**src/rtl/thm_pkg.sv**
```systemverilog
package thm_pkg;
  typedef enum logic [2:0] {
    A_CTRL = 3'd0,
    A_RISE = 3'd1,
    A_FALL = 3'd2,
    A_IEN  = 3'd3,
    A_FLAG = 3'd4,
    A_CLR  = 3'd5,
    A_EMUL = 3'd6,
    A_TEMP = 3'd7
  } thm_addr_e;

  localparam int CTRL_RUN_BIT  = 0;
  localparam int CTRL_ARM_BIT  = 1;
  localparam int EMUL_EN_BIT   = 0;
  localparam int EMUL_CODE_LSB = 8;
  localparam int TEMP_RDY_BIT  = 8;
endpackage

```
**src/rtl/thm_edge_detect.sv**
```systemverilog
module thm_edge_detect #(
  parameter int CODE_W = 8,
  parameter int LEVELS = 4,
  localparam int THR_W = CODE_W * LEVELS
) (
  input  logic [CODE_W-1:0] prev_code,
  input  logic [CODE_W-1:0] new_code,
  input  logic [THR_W-1:0]  rise_thr,
  input  logic [THR_W-1:0]  fall_thr,
  output logic [LEVELS-1:0] rise_hit,
  output logic [LEVELS-1:0] fall_hit
);
  for (genvar g = 0; g < LEVELS; g++) begin : g_lvl
    logic [CODE_W-1:0] r_t, f_t;
    assign r_t = rise_thr[g*CODE_W +: CODE_W];
    assign f_t = fall_thr[g*CODE_W +: CODE_W];
    // upward crossing: was below, now at or above
    assign rise_hit[g] = (prev_code < r_t) && (new_code >= r_t);
    // downward crossing on a used (nonzero) falling level
    assign fall_hit[g] = (f_t != '0) && (prev_code > f_t) && (new_code <= f_t);
  end
endmodule

```
**src/rtl/thm_trip_select.sv**
```systemverilog
module thm_trip_select #(
  parameter int CODE_W = 8,
  parameter int LEVELS = 4,
  localparam int THR_W = CODE_W * LEVELS
) (
  input  logic [THR_W-1:0]  rise_thr,
  input  logic [CODE_W-1:0] code,
  output logic              hit
);
  logic [CODE_W-1:0] top_thr;
  logic              found;

  // the last nonzero byte in ascending order is the highest configured level
  always_comb begin
    top_thr = '0;
    found   = 1'b0;
    for (int i = 0; i < LEVELS; i++) begin
      if (rise_thr[i*CODE_W +: CODE_W] != '0) begin
        top_thr = rise_thr[i*CODE_W +: CODE_W];
        found   = 1'b1;
      end
    end
  end

  assign hit = found && (code >= top_thr);
endmodule

```
**src/rtl/thermal_thresh_mon.sv**
```systemverilog
module thermal_thresh_mon
  import thm_pkg::*;
#(
  parameter int CODE_W   = 8,
  parameter int LEVELS   = 4,
  parameter int DATA_W   = 32,
  parameter int FALL_OFS = 16,
  parameter int ADDR_W   = 3
) (
  input  logic              clk,
  input  logic              rst,
  input  logic [CODE_W-1:0] sens_code,
  input  logic              sens_valid,
  input  logic              sens_ready,
  input  logic              bus_wr,
  input  logic [ADDR_W-1:0] bus_addr,
  input  logic [DATA_W-1:0] bus_wdata,
  output logic [DATA_W-1:0] bus_rdata,
  output logic              irq,
  output logic              trip
);
  localparam int THR_W = CODE_W * LEVELS;

  logic              run_q, arm_q;
  logic [THR_W-1:0]  rise_thr_q, fall_thr_q;
  logic [LEVELS-1:0] rise_en_q, fall_en_q;
  logic [LEVELS-1:0] rise_flg_q, fall_flg_q;
  logic              emul_en_q;
  logic [CODE_W-1:0] emul_code_q;
  logic [CODE_W-1:0] cur_code_q;
  logic              cur_valid_q, prev_valid_q;
  logic [DATA_W-1:0] rdata_q;
  logic              irq_q, trip_q;

  logic              wr_ok;
  thm_addr_e         waddr;
  logic              sample_fire;
  logic [CODE_W-1:0] sample_code;
  logic [LEVELS-1:0] rise_hit, fall_hit;
  logic [LEVELS-1:0] rise_set, fall_set, rise_clr, fall_clr;
  logic              trip_hit;
  logic [DATA_W-1:0] rd_n;

  assign wr_ok       = bus_wr && sens_ready;
  assign waddr       = thm_addr_e'(bus_addr);
  assign sample_fire = sens_valid && run_q;
  assign sample_code = emul_en_q ? emul_code_q : sens_code;

  thm_edge_detect #(.CODE_W(CODE_W), .LEVELS(LEVELS)) u_edge (
    .prev_code (cur_code_q),
    .new_code  (sample_code),
    .rise_thr  (rise_thr_q),
    .fall_thr  (fall_thr_q),
    .rise_hit  (rise_hit),
    .fall_hit  (fall_hit)
  );

  thm_trip_select #(.CODE_W(CODE_W), .LEVELS(LEVELS)) u_trip (
    .rise_thr (rise_thr_q),
    .code     (cur_code_q),
    .hit      (trip_hit)
  );

  assign rise_set = (sample_fire && prev_valid_q) ? rise_hit : '0;
  assign fall_set = (sample_fire && prev_valid_q) ? fall_hit : '0;
  assign rise_clr = (wr_ok && waddr == A_CLR) ? bus_wdata[LEVELS-1:0] : '0;
  assign fall_clr = (wr_ok && waddr == A_CLR) ? bus_wdata[FALL_OFS +: LEVELS] : '0;

  // configuration registers
  always_ff @(posedge clk) begin
    if (rst) begin
      run_q       <= 1'b0;
      arm_q       <= 1'b0;
      rise_thr_q  <= '0;
      fall_thr_q  <= '0;
      rise_en_q   <= '0;
      fall_en_q   <= '0;
      emul_en_q   <= 1'b0;
      emul_code_q <= '0;
    end else if (wr_ok) begin
      case (waddr)
        A_CTRL: begin
          run_q <= bus_wdata[CTRL_RUN_BIT];
          arm_q <= bus_wdata[CTRL_ARM_BIT];
        end
        A_RISE: rise_thr_q <= bus_wdata[THR_W-1:0];
        A_FALL: fall_thr_q <= bus_wdata[THR_W-1:0];
        A_IEN: begin
          rise_en_q <= bus_wdata[LEVELS-1:0];
          fall_en_q <= bus_wdata[FALL_OFS +: LEVELS];
        end
        A_EMUL: begin
          emul_en_q   <= bus_wdata[EMUL_EN_BIT];
          emul_code_q <= bus_wdata[EMUL_CODE_LSB +: CODE_W];
        end
        default: ;
      endcase
    end
  end

  // sample path and flags
  always_ff @(posedge clk) begin
    if (rst) begin
      cur_code_q   <= '0;
      cur_valid_q  <= 1'b0;
      prev_valid_q <= 1'b0;
      rise_flg_q   <= '0;
      fall_flg_q   <= '0;
    end else begin
      if (sample_fire) begin
        cur_code_q   <= sample_code;
        cur_valid_q  <= 1'b1;
        prev_valid_q <= 1'b1;
      end else if (!run_q) begin
        prev_valid_q <= 1'b0;
      end
      rise_flg_q <= (rise_flg_q & ~rise_clr) | rise_set;
      fall_flg_q <= (fall_flg_q & ~fall_clr) | fall_set;
    end
  end

  // read mux
  always_comb begin
    rd_n = '0;
    case (thm_addr_e'(bus_addr))
      A_CTRL: begin
        rd_n[CTRL_RUN_BIT] = run_q;
        rd_n[CTRL_ARM_BIT] = arm_q;
      end
      A_RISE: rd_n[THR_W-1:0] = rise_thr_q;
      A_FALL: rd_n[THR_W-1:0] = fall_thr_q;
      A_IEN: begin
        rd_n[LEVELS-1:0]         = rise_en_q;
        rd_n[FALL_OFS +: LEVELS] = fall_en_q;
      end
      A_FLAG: begin
        rd_n[LEVELS-1:0]         = rise_flg_q;
        rd_n[FALL_OFS +: LEVELS] = fall_flg_q;
      end
      A_EMUL: begin
        rd_n[EMUL_EN_BIT]               = emul_en_q;
        rd_n[EMUL_CODE_LSB +: CODE_W]   = emul_code_q;
      end
      A_TEMP: begin
        rd_n[CODE_W-1:0]  = cur_code_q;
        rd_n[TEMP_RDY_BIT] = sens_ready;
      end
      default: ;
    endcase
  end

  // registered outputs
  always_ff @(posedge clk) begin
    if (rst) begin
      rdata_q <= '0;
      irq_q   <= 1'b0;
      trip_q  <= 1'b0;
    end else begin
      rdata_q <= rd_n;
      irq_q   <= |((rise_flg_q & rise_en_q) | (fall_flg_q & fall_en_q));
      trip_q  <= arm_q && run_q && cur_valid_q && trip_hit;
    end
  end

  assign bus_rdata = rdata_q;
  assign irq       = irq_q;
  assign trip      = trip_q;
endmodule

```
**config.mk**
```make
export PLATFORM = sky130hd
export DESIGN_NAME = thermal_thresh_mon
export DESIGN_NICKNAME = d
export VERILOG_FILES = /design/src/rtl/thm_pkg.sv /design/src/rtl/thm_edge_detect.sv /design/src/rtl/thm_trip_select.sv /design/src/rtl/thermal_thresh_mon.sv
export SDC_FILE = /design/constraint.sdc
export NUM_CORES = 1
export LEC_CHECK = 0
export BUFFER_PORTS_ARGS = -buffer_cell sky130_fd_sc_hd__buf_2
export CORE_MARGIN = 4
export CORE_UTILIZATION = 43
export DETAILED_ROUTE_END_ITERATION = 7
export GPL_TIMING_DRIVEN = 0
export PLACE_DENSITY_LB_ADDON = 0.25
export SYNTH_ARGS = -nofsm -noshare
export SYNTH_HDL_FRONTEND = slang
export SYNTH_HIERARCHICAL = 1
export SYNTH_SLANG_ARGS = --single-unit
export TNS_END_PERCENT = 1
```
**constraint.sdc**
```tcl
create_clock -name clk -period 8.19 [get_ports clk]
set_input_delay 2.457 -clock clk [delete_from_list [all_inputs] [get_ports clk]]
set_output_delay 2.457 -clock clk [all_outputs]
set_load 0.02 [all_outputs]
```
==> insert_results.sql <==
INSERT INTO impl_metrics (metric_group, metric, value, unit) VALUES
('pwr', 'vdd_ir_drop_max', '0.1313', 'mV'),
('timing', 'maxSlewHeadroom', '0.2226', ''),
('timing', 'period_share', '0.5581', ''),
('clock_tree', 'maximum_root_to_sink_buffer_count', '2', ''),
('synth', 'netlist_instances', '1081', ''),
('min_path', 'class_of_the_most_critical_hold_timing_path', 'flop to flop', ''),
('outcome', 'run_status', 'complete, no violations', ''),
('synth', 'synth_compound_gate_area_share', '0.2429', ''),
('die', 'chipHeight', '152.6', 'microns'),
('grt', 'grt.total_usage', '0.2740', ''),
('synth', 'synth-edff-count', '0', ''),
('cells_and_area', 'final_util', '0.5031', ''),
('synth', 'syn-cell-area', '8992', 'sq um'),
('timing', 'tightestPinTransition', '1.155', 'ns'),
('synth', 'yosysWarningCount', '6', ''),
('synth', 'synth_async_sr_flop_share', '0', ''),
('die', 'boundary_pins', '82', ''),
('timing', 'hold_viol_final', '0', ''),
('synth', 'avgSynthCellArea', '8.319', 'sq um'),
('timing', 'finalWorstPathRequiredPeriod', '4.571', 'ns'),
('pwr', 'power_density', '157.2', 'nW/um^2'),
('die', 'core.rowCount', '52', ''),
('placement', 'finalWeightedCongestion', '0.9368', ''),
('grt', 'grt_max_degree', '17', ''),
('clock_tree', 'clock_latency', '0.43', 'ns'),
('timing', 'finalMaxSlewViolations', '0', ''),
('die', 'core-area', '20430', 'sq um'),
('clock_tree', 'post_cts.resized_instances', '0', ''),
('route', 'detailroute.via_count', '9083', ''),
('placement', 'postPlaceCellArea', '9736', 'sq um'),
('grt', 'grt-ovfl-total', '0', ''),
('timing', 'number_of_failing_setup_endpoints_in_the_final_timing_report', '0', ''),
('critical_path', 'cp_max_fo', '8', ''),
('synth', 'combinational_family_with_the_most_area_after_synthesis', 'compound AO/OA/AOI/OAI gates', ''),
('grt', 'antenna_found_initial', '0', ''),
('flow_run', 'max_cap_viols', '0', ''),
('pwr', 'leakage', '4.040', 'nW'),
('route', 'ant_nets', '0', ''),
('synth', 'synth_flop_cell', 'dfxtp_1', ''),
('critical_path', 'critical_path_class', 'input port to flop', ''),
('critical_path', 'worst_ep_required_time', '8.53', 'ns'),
('cells_and_area', 'stdcell_count', '1462', ''),
('route', 'routed_wl', '33120', 'microns'),
('synth', 'synth_simple_gate_area_share', '0.1617', ''),
('die', 'die-width', '152.6', 'microns'),
('synth', 'ys_seq_area_frac', '0.3005', ''),
('cells_and_area', 'finalInstanceArea', '10280', 'sq um'),
('clock_tree', 'clock_tree.root_cell', 'clkbuf_16', ''),
('clock_tree', 'cts_setup_buffers', '0', ''),
('placement', 'dpl.hpwl', '24290', 'microns'),
('die', 'floorplan.die_area', '23290', 'sq um'),
('synth', 'synth-seq-cells', '135', ''),
('route', 'drt_pass_1_iters', '6', ''),
('timing', 'grt_setup_unrepaired', 'false', ''),
('clock_tree', 'htreeDepth', '4', ''),
('critical_path', 'startpoint_kind_of_the_worst_setup_timing_path', 'input port', ''),
('clock_tree', 'numClockSinks', '135', ''),
('timing', 'max_freq', '0.2188', 'GHz'),
('timing', 'final.setup.tns', '0', 'ns'),
('critical_path', 'worst-endpoint-arrival', '4.91', 'ns'),
('critical_path', 'reg_to_reg_startpoint', 'rise_thr_q[24]$_SDFFE_PP0P_', ''),
('timing', 'whs', '0.4634', 'ns'),
('grt', 'grt_pass1_wl', '50250', 'microns'),
('synth', 'syn-num-nets', '1261', ''),
('clock_tree', 'cts_made_buffers', '17', ''),
('synth', 'yosysUniqueCellTypes', '55', ''),
('cells_and_area', 'synthToLayoutAreaGrowth', '14.29', '%'),
('critical_path', 'timing.critical_path.from', 'sens_code[0]', ''),
('grt', 'grt_pass1_vias', '8666', ''),
('synth', 'synthMuxAreaShare', '0.04132', ''),
('placement', 'dp.cells', '1432', '');
flip-flops by register name, summed over array words and instances (netlist names):
register / flops
arm_q: 1
bus_rdata: 32
cur_code_q: 8
cur_valid_q: 1
emul_code_q: 8
emul_en_q: 1
fall_en_q: 4
fall_flg_q: 4
fall_thr_q: 32
irq: 1
prev_valid_q: 1
rise_en_q: 4
rise_flg_q: 4
rise_thr_q: 32
run_q: 1
trip: 1
cells in the mapped netlist, drive strengths merged, types with 24 or more instances:
cell type,number,area (sq um)
dfxtp,135,2703
ha,132,1652
buf,38,269.0
nor2,61,231.5
a21o,28,210.2
nand2,34,127.6
clkbuf,30,115.1
o21ai,99,495.5
inv,65,244.0
nand3,88,440.4
a21oi,147,735.7
a22oi,24,180.2
area by class of cell:
cell class	instances	area [sq um]	share of cell area
sequential	135	2703	0.2630
tap	270	337.8	0.03287
timing repair buffer	81	405.4	0.03944
multi-input combinational	813	5662	0.5509
clock buffer	23	467.9	0.04553
inverter	65	244.0	0.02374
buffer	68	384.1	0.03738
clock inverter	7	73.82	0.007183
worst max-delay path, cell delays in order:
cell       delay (ns)
buf_2            0.09
mux2_2           0.28
inv_1            0.36
ha_1             0.21
nand2b_1         0.09
a21o_1           0.13
a2111oi_2        0.06
or3_1            0.34
a21oi_1          0.48
a21oi_1          0.15
a311oi_1         0.25
kinds of logic after synthesis:
| group | Yosys count |
|---|---|
| and+or+nand+nor | 280 |
| AOI/OAI and AO/OA | 366 |
| adders and majority gates | 132 |
| buffers and inverters | 133 |
| DFF | 135 |
| muxes | 35 |
stage by stage:
| stage | power, mW | worst slack (ns) |
|---|---|---|
| 2_1_floorplan | 0.8133 | 3.908 |
| 3_3_place_gp | 0.8865 | 3.295 |
| 3_5_place_dp | 0.8901 | 3.295 |
| 4_1_cts | 1.608 | 3.736 |
| 5_1_grt | 1.667 | 3.549 |
| 6_report | 1.616 | 3.619 |
cells in the final DEF (no fill, tap or decap), types with 9 or more instances in the layout:
master     instances
a21oi_1          147
dfxtp_1          135
ha_1             132
buf_2            101
o21ai_0           98
nand3_1           88
inv_1             65
nor2_1            60
nand2_1           34
clkbuf_1          32
a21o_1            28
a22oi_1           24
mux2i_1           18
mux2_2            17
clkbuf_16         17
nand4_1           15
a211oi_1          14
nand2b_1          12
nor4_1            12
nor2b_1           11
nand3b_1           9
buf_4              9
buf_6              9
per-layer routing:
metal | global-route usage | share of wire
met1 | 0.3670 | 0.42
met3 | 0.04999 | 0.092
met2 | 0.4325 | 0.44
met4 | 0.1192 | 0.046
met5 | 0 | 0
worst paths after layout:
| kind | to | slack (ns) | cells past startpoint |
|---|---|---|---|
| worst max-delay path | rise_flg_q[3]$_SDFF_PP0_ | 3.62 | 11 |
| worst min-delay path | trip$_SDFF_PP0_ | 0.46 | 2 |
| worst max register to register | trip$_SDFF_PP0_ | 4.92 | 11 |
| worst min register to register | trip$_SDFF_PP0_ | 0.46 | 2 |
power breakdown:
group / switching [mW] / internal [mW] / total (mW)
Clock: 0.302 / 0.430 / 0.732
Combinational: 0.137 / 0.0741 / 0.211
Sequential: 0.00979 / 0.663 / 0.673
Total: 0.449 / 1.17 / 1.62
(Power assumes the default switching activity.)
